[config.mk]
export PLATFORM = sky130hd
export DESIGN_NAME = doorbell_unit
export DESIGN_NICKNAME = d
export VERILOG_FILES = /design/src/rtl/doorbell_pkg.sv /design/src/rtl/db_trig_decode.sv /design/src/rtl/db_cpu_slot.sv /design/src/rtl/doorbell_unit.sv
export SDC_FILE = /design/constraint.sdc
export NUM_CORES = 1
export LEC_CHECK = 0
export ABC_AREA = 1
export BUFFER_PORTS_ARGS = -buffer_cell sky130_fd_sc_hd__buf_2
export CORE_AREA = 4 4 98 193
export DETAILED_ROUTE_END_ITERATION = 8
export DIE_AREA = 0 0 102 197
export PLACE_DENSITY_LB_ADDON = 0.12
export SYNTH_ARGS = -nofsm -noshare
export SYNTH_HDL_FRONTEND = slang
export SYNTH_SLANG_ARGS = --single-unit
[constraint.sdc]
create_clock -name clk -period 2.1 [get_ports clk]
set_clock_uncertainty 0.15 [all_clocks]
set_input_delay 0.315 -clock clk [delete_from_list [all_inputs] [get_ports clk]]
set_output_delay 0.315 -clock clk [all_outputs]
set_load 0.01 [all_outputs]
[src/rtl/doorbell_pkg.sv]
package doorbell_pkg;
   localparam int unsigned REG_W       = 32;
   localparam int unsigned OFFS_TRIG   = 4;
   localparam int unsigned OFFS_PEND   = 8;
   localparam int unsigned OFFS_ENA    = 12;
   localparam int unsigned IDX_W       = 8;   // doorbell index field, low bits of trigger data
   localparam int unsigned TGT_LSB     = 8;   // target core n at bit TGT_LSB+n
   localparam int unsigned MAX_BELLS   = 8;
endpackage

[src/rtl/db_trig_decode.sv]
module db_trig_decode
   import doorbell_pkg::*;
#(
   parameter int unsigned NUM_CPUS  = 4,
   parameter int unsigned NUM_BELLS = 8,
   parameter int unsigned ADDR_W    = 4
) (
   input  logic                                  clk,
   input  logic                                  rst_n,
   input  logic                                  we,
   input  logic [ADDR_W-1:0]                     addr,
   input  logic [REG_W-1:0]                      wdata,
   output logic [NUM_CPUS-1:0][NUM_BELLS-1:0]    set_o
);
   logic                 hit;
   logic [IDX_W-1:0]     idx;
   logic [NUM_BELLS-1:0] bell_oh;

   assign hit = we && (addr == ADDR_W'(OFFS_TRIG));
   assign idx = wdata[IDX_W-1:0];

   for (genvar b = 0; b < NUM_BELLS; b++) begin : g_oh
      assign bell_oh[b] = (idx == IDX_W'(b));
   end

   for (genvar n = 0; n < NUM_CPUS; n++) begin : g_tgt
      assign set_o[n] = (hit && wdata[TGT_LSB+n]) ? bell_oh : '0;
   end

   AST_IGNORE_HIGH_IDX: assert property (@(posedge clk) disable iff (!rst_n)
      (we && idx >= IDX_W'(NUM_BELLS)) |-> (set_o == '0));
   AST_NO_SET_WITHOUT_WRITE: assert property (@(posedge clk) disable iff (!rst_n)
      (!we) |-> (set_o == '0));
endmodule

[src/rtl/db_cpu_slot.sv]
module db_cpu_slot
   import doorbell_pkg::*;
#(
   parameter int unsigned NUM_BELLS = 8,
   parameter int unsigned ADDR_W    = 4
) (
   input  logic                 clk,
   input  logic                 rst_n,
   input  logic                 we,
   input  logic [ADDR_W-1:0]    addr,
   input  logic [REG_W-1:0]     wdata,
   input  logic [NUM_BELLS-1:0] set_i,
   output logic [REG_W-1:0]     rdata,
   output logic                 irq
);
   localparam int unsigned PAD_W = REG_W - NUM_BELLS;

   logic [NUM_BELLS-1:0] pend_q, ena_q, pend_nxt;
   logic                 pend_wr, ena_wr;

   assign pend_wr = we && (addr == ADDR_W'(OFFS_PEND));
   assign ena_wr  = we && (addr == ADDR_W'(OFFS_ENA));

   // set requests win over a same-cycle clear
   assign pend_nxt = (pend_wr ? (pend_q & wdata[NUM_BELLS-1:0]) : pend_q) | set_i;

   always_ff @(posedge clk) begin
      if (!rst_n) begin
         pend_q <= '0;
         ena_q  <= '0;
      end else begin
         pend_q <= pend_nxt;
         if (ena_wr) ena_q <= wdata[NUM_BELLS-1:0];
      end
   end

   always_comb begin
      if (addr == ADDR_W'(OFFS_PEND))     rdata = {{PAD_W{1'b0}}, pend_q};
      else if (addr == ADDR_W'(OFFS_ENA)) rdata = {{PAD_W{1'b0}}, ena_q};
      else                                rdata = '0;
   end

   assign irq = |(pend_q & ena_q);

   for (genvar b = 0; b < NUM_BELLS; b++) begin : g_chk
      AST_SET_KEPT: assert property (@(posedge clk) disable iff (!rst_n)
         set_i[b] |=> pend_q[b]);
   end
   AST_NO_STRAY_RISE: assert property (@(posedge clk) disable iff (!rst_n)
      (set_i == '0) |=> ((pend_q & ~$past(pend_q)) == '0));
   AST_CLEAR_ALL: assert property (@(posedge clk) disable iff (!rst_n)
      (pend_wr && wdata[NUM_BELLS-1:0] == '0 && set_i == '0) |=> (pend_q == '0));
   AST_ENA_LOAD: assert property (@(posedge clk) disable iff (!rst_n)
      ena_wr |=> (ena_q == $past(wdata[NUM_BELLS-1:0])));
endmodule

[src/rtl/doorbell_unit.sv]
module doorbell_unit
   import doorbell_pkg::*;
#(
   parameter int unsigned NUM_CPUS  = 4,
   parameter int unsigned NUM_BELLS = 8,
   parameter int unsigned ADDR_W    = 4
) (
   input  logic                         clk,
   input  logic                         rst_n,
   input  logic [NUM_CPUS-1:0]          core_we,
   input  logic [NUM_CPUS*ADDR_W-1:0]   core_addr,
   input  logic [NUM_CPUS*REG_W-1:0]    core_wdata,
   output logic [NUM_CPUS*REG_W-1:0]    core_rdata,
   output logic [NUM_CPUS-1:0]          db_irq
);
   if (NUM_CPUS < 1 || NUM_CPUS > REG_W - TGT_LSB) begin : g_bad_cpus
      $error("doorbell_unit: NUM_CPUS out of range");
   end
   if (NUM_BELLS < 1 || NUM_BELLS > MAX_BELLS) begin : g_bad_bells
      $error("doorbell_unit: NUM_BELLS out of range");
   end
   if (ADDR_W < 4) begin : g_bad_addr
      $error("doorbell_unit: ADDR_W too narrow for register offsets");
   end

   // set requests indexed [writer][target][bell]
   logic [NUM_CPUS-1:0][NUM_CPUS-1:0][NUM_BELLS-1:0] set_by_wr;
   logic [NUM_CPUS-1:0][NUM_BELLS-1:0]               set_to;

   for (genvar w = 0; w < NUM_CPUS; w++) begin : g_wr
      db_trig_decode #(
         .NUM_CPUS (NUM_CPUS),
         .NUM_BELLS(NUM_BELLS),
         .ADDR_W   (ADDR_W)
      ) u_dec (
         .clk  (clk),
         .rst_n(rst_n),
         .we   (core_we[w]),
         .addr (core_addr[w*ADDR_W +: ADDR_W]),
         .wdata(core_wdata[w*REG_W +: REG_W]),
         .set_o(set_by_wr[w])
      );
   end

   always_comb begin
      for (int n = 0; n < NUM_CPUS; n++) begin
         set_to[n] = '0;
         for (int w = 0; w < NUM_CPUS; w++) begin
            set_to[n] = set_to[n] | set_by_wr[w][n];
         end
      end
   end

   for (genvar n = 0; n < NUM_CPUS; n++) begin : g_slot
      db_cpu_slot #(
         .NUM_BELLS(NUM_BELLS),
         .ADDR_W   (ADDR_W)
      ) u_slot (
         .clk  (clk),
         .rst_n(rst_n),
         .we   (core_we[n]),
         .addr (core_addr[n*ADDR_W +: ADDR_W]),
         .wdata(core_wdata[n*REG_W +: REG_W]),
         .set_i(set_to[n]),
         .rdata(core_rdata[n*REG_W +: REG_W]),
         .irq  (db_irq[n])
      );
   end
endmodule

==> Yosys cells after proc, flatten, opt, wreduce, memory -nomap -nowiden <==
Cells that the tools add are included.
{ "word_totals": {"input_bits": 150, "regBits": 64} }
{ "classes": {"eq_ne": 40, "n_bitwise": 24, "n_mux": 28, "n_reduce_logical": 36} }
{ "op_table": {"columns": ["op", "n"], "rows": [
  ["$mux 8", 24],
  ["$eq 8x3->1 const B", 16],
  ["$mux 32", 4],
  ["$or 8x8->8", 16],
  ["$and 8x8->8", 8],
  ["$eq 8x2->1 const B", 8],
  ["$eq 4x4->1 const B", 8],
  ["$eq 8x1->1 const B", 4],
  ["$logic_not 8->1", 4],
  ["$reduce_or 8->1", 4],
  ["$logic_and 1x1->1", 28],
  ["$eq 4x3->1 const B", 4]
]} }

==> Longest topological paths before layout <==
{ "logic_depth": {"ltp_word": 8, "mapped_depth": 9, "mapped_depth_nobuf": 9} }

==> Hierarchy <==
A second synthesis with hierarchy kept.
{ "hier_totals": {"hier_cells": 972, "hier_area_um2": 5900.7} }
{ "modules_own_cells": {"columns": ["mod", "instances", "cells_per_inst", "area_each_um2", "seq_area_each_um2"], "rows": [
  ["db_cpu_slot", 4, 150, 1029.7, 320.3],
  ["db_trig_decode", 4, 69, 355.3, 0.0],
  ["doorbell_unit", 1, 96, 360.3, 0.0]
]} }

==> Worst setup path before layout <==
No wires, ideal clock.
{ "synth_timing": {"path_kind": "input -> output", "startpoint": "input core_addr[13]", "endpoint": "output core_rdata[100]", "path_buffers": 0, "setup_slack_ns": 0.554, "t_required_ns": 1.635, "path_stages": 5, "t_arrival_ns": 1.081, "cell_sequence": "nor2_2 nand2_2 nor2_2 inv_1 o21ai_0"} }
{ "synth_via": {"elab_chain_cells": 3, "word_cells_on_any_way": 4, "cone_classes": "2 x eq/ne; 2 x mux"} }
{ "synth_rtl": {"columns": ["item", "line", "rtl"], "rows": [
  ["start: declaration", "doorbell_unit.sv:11", "input logic [NUM_CPUS*ADDR_W-1:0] core_addr,"],
  ["$eq 4x4->1", "db_cpu_slot.sv:39", "else if (addr == ADDR_W'(OFFS_ENA)) rdata = {{PAD_W{1'b0}}, ena_q};"],
  ["$mux 8", "db_cpu_slot.sv:39", null],
  ["$mux 32 *", "db_cpu_slot.sv:38", "if (addr == ADDR_W'(OFFS_PEND)) rdata = {{PAD_W{1'b0}}, pend_q};"],
  ["end: declaration", "doorbell_unit.sv:13", "output logic [NUM_CPUS*REG_W-1:0] core_rdata,"]
]} }
Mark *: on every way between the ends. The rest lies on a longest branch, timed or not.

==> Worst setup path in the final report <==
Same ends and word-level chain as after synthesis.

==> impl_metrics.yaml <==
job:
  cap_violations: 0
timing:
  slew_headroom_pct: 65.1
  worst_pin_slew_ps: 522
  finalHoldViolations: 0
  report.final.slew_viol_count: 0
  rsz0062_at_grt: "no"
  setup_viol: 0
  min_period_over_period_pct: 91.6
  fmax_mhz: 520
  timing.setup.tns_ps: 0
  min_period_ps: 1920
route:
  drt_iter0_drc: 125
  ant_nets: 0
  vias: 5068
  drc_errors: 0
  wire_per_inst_um: 13.9
  routed_wl_mm: 16.2
  viasPerCell: 4.34
  drt_first_pass_iters: 4
synth:
  synth_ff_type: "dfxtp_1"
  synth_edf_count: 0
  synth_area_um2: 5140
  netlist_top_cells_count: "nand2_1, buf_4, inv_1"
  synth_cell_types: 20
  yosys.cell_count.top_type: "nand2_1"
  synth_top_area_cell: "dfxtp_1"
  synth_top_area_share_pct: 24.9
  synthTopCellsByArea: "dfxtp_1, nand2_1, buf_4"
  yosysWarnings: 0
  synth_seq_cells: 64
  async_flop_share_pct: 0
  syn_avg_cell_area_um2: 6.05
  synth_seq_area_share_pct: 24.9
  synthCells: 849
place:
  placed_cell_area_um2: 5520
  post-dp-hpwl_mm: 14.0
  port_buffers: 105
  place.gp.congestion: 0.904
global_route:
  grt_pass1_wl_mm: 25.2
  grt_pass1_vias: 4946
  grt_usage_pct: 16.3
  grt_overflow: 0
  grt_max_degree: 20
  antenna_found_initial: 0
pwr:
  power_switching_uw: 795
  leakagePower_uw: 0.00267
  p_per_area_nw_per_um2: 511
  power.share.combinational_pct: 12.5
  p_int_uw: 2160
  switching_share_pct: 26.9
  pwr-share-clk_pct: 45.7
  ir_drop_uv: 340
  pwr-share-seq_pct: 41.8
clock_network:
  cts_root_buf: "clkbuf_16"
  cts.path.max_buffers: 2
  cts_resized: 0
  cts.sinks: 64
  holdBufCountCts: 0
  htreeDepth: 3
  cts_buffers: 9
  cts_tree: "done"
  clk_pin_slew_ps: 50
  clkLatencyLatePin_ps: 330
  cts_setup_buffers: 0
floorplan:
  core_um2: 17400
  die_area_um2: 20100
  initial_core_util_pct: 29.6
  die_x_um: 102
  die_y_um: 197
  io_pins: 282
  placementRows: 68
hold_path:
  min_path_type: "in2reg"
critical_path:
  required_ps: 1630
  end_kind: "primary output"
  crit_path_cell_trace: "buf_2 -> nor2_2 -> nand2_2 -> nor2_2 -> inv_1 -> o21ai_0 -> buf_2"
  crit_family: "buffers and inverters"
  cp.arrival_ps: 1460
  critPathMaxFanout: 8
  crit_buf_inv: 3
  start_kind: "primary input"
  slowest_delay_ps: 310
  path_class: "in2out"
  cp_slowest_cell: "o21ai_0"
layout:
  fin_area_um2: 5780
  syn_to_final_growth_pct: 12.5
  layout-drive-gt1-share_pct: 17.1
  diodes: 0
  nNetsFinal: 1104
status:
  status: "finished, final reports clean"
==> sequential cells by signal, summed over array words and instances (netlist names) <==
register	cells
g_slot.u_slot.pend_q	32
g_slot.u_slot.ena_q	32
==> worst paths after layout <==
check / start / slack, ps / depth (start not counted) / endpoint
max reg2reg: g_slot[2].u_slot.pend_q[0] / 1270 / 2 / g_slot[2].u_slot.pend_q[0]
max: core_addr[13] / 180 / 7 / core_rdata[100]
min reg2reg: g_slot[1].u_slot.ena_q[2] / 310 / 2 / g_slot[1].u_slot.ena_q[2]
min: core_wdata[100] / 140 / 3 / g_slot[3].u_slot.ena_q[4]
==> power groups by stage <==
stage | combinational [uW] | sequential, uW | clock [uW]
floorplan | 357 | 1260 | 0
global placement | 369 | 1260 | 0
detailed placement | 371 | 1260 | 0
CTS | 371 | 1230 | 1400
global route | 421 | 1230 | 1460
finish | 370 | 1230 | 1350
==> layer usage <==
metal	part of all wire, %	track usage (%)
met1	34	15.5
met2	57	32.2
met3	5.6	2.30
met4	3.7	8.27
met5	0	0
==> cell usage in the layout (no fill, tap or decap), types with 9 or more instances in the layout <==
cell,instances
a21oi_1,69
nor2_1,86
o21ai_0,60
inv_1,94
conb_1,96
dfxtp_1,64
o22ai_1,18
nor2_4,23
nand2_1,264
o21ai_1,25
buf_2,105
clkbuf_16,9
==> stage by stage <==
stage               hold WS [ps]  power [uW]  worst slack (ps)  utilization (%)  std cells
floorplan                    288        1620               554                -        944
global placement             299        1630               164             31.8       1153
detailed placement           304        1630               144             31.8       1153
CTS                          130        3000               144             33.3       1169
global route                 148        3120              8.57             33.3       1169
finish                       139        2950               175             33.3       1169
==> final cells by class <==
cell class	instances	area, um2
Clock buffer	16	262
Fill cell	2048	11600
Inverter	98	368
Multi-Input combinational cell	672	3050
Sequential cell	64	1280
Tap cell	210	263
Timing Repair Buffer	109	556
==> worst reg2reg max path, stage by stage (launching register included) <==
cell,delay [ps]
dfxtp_1,360
o21ai_0,100
a21oi_1,150
==> logic make-up after synthesis <==
kind of cell | after synthesis | synth area share [%]
and+or+nand+nor | 401 | 34.7
buffers and inverters | 208 | 22.6
AOI/OAI and AO/OA | 175 | 17.7
other | 1 | 0.0730
DFF | 64 | 24.9
Note: power is estimated with default switching activity, not from simulation.
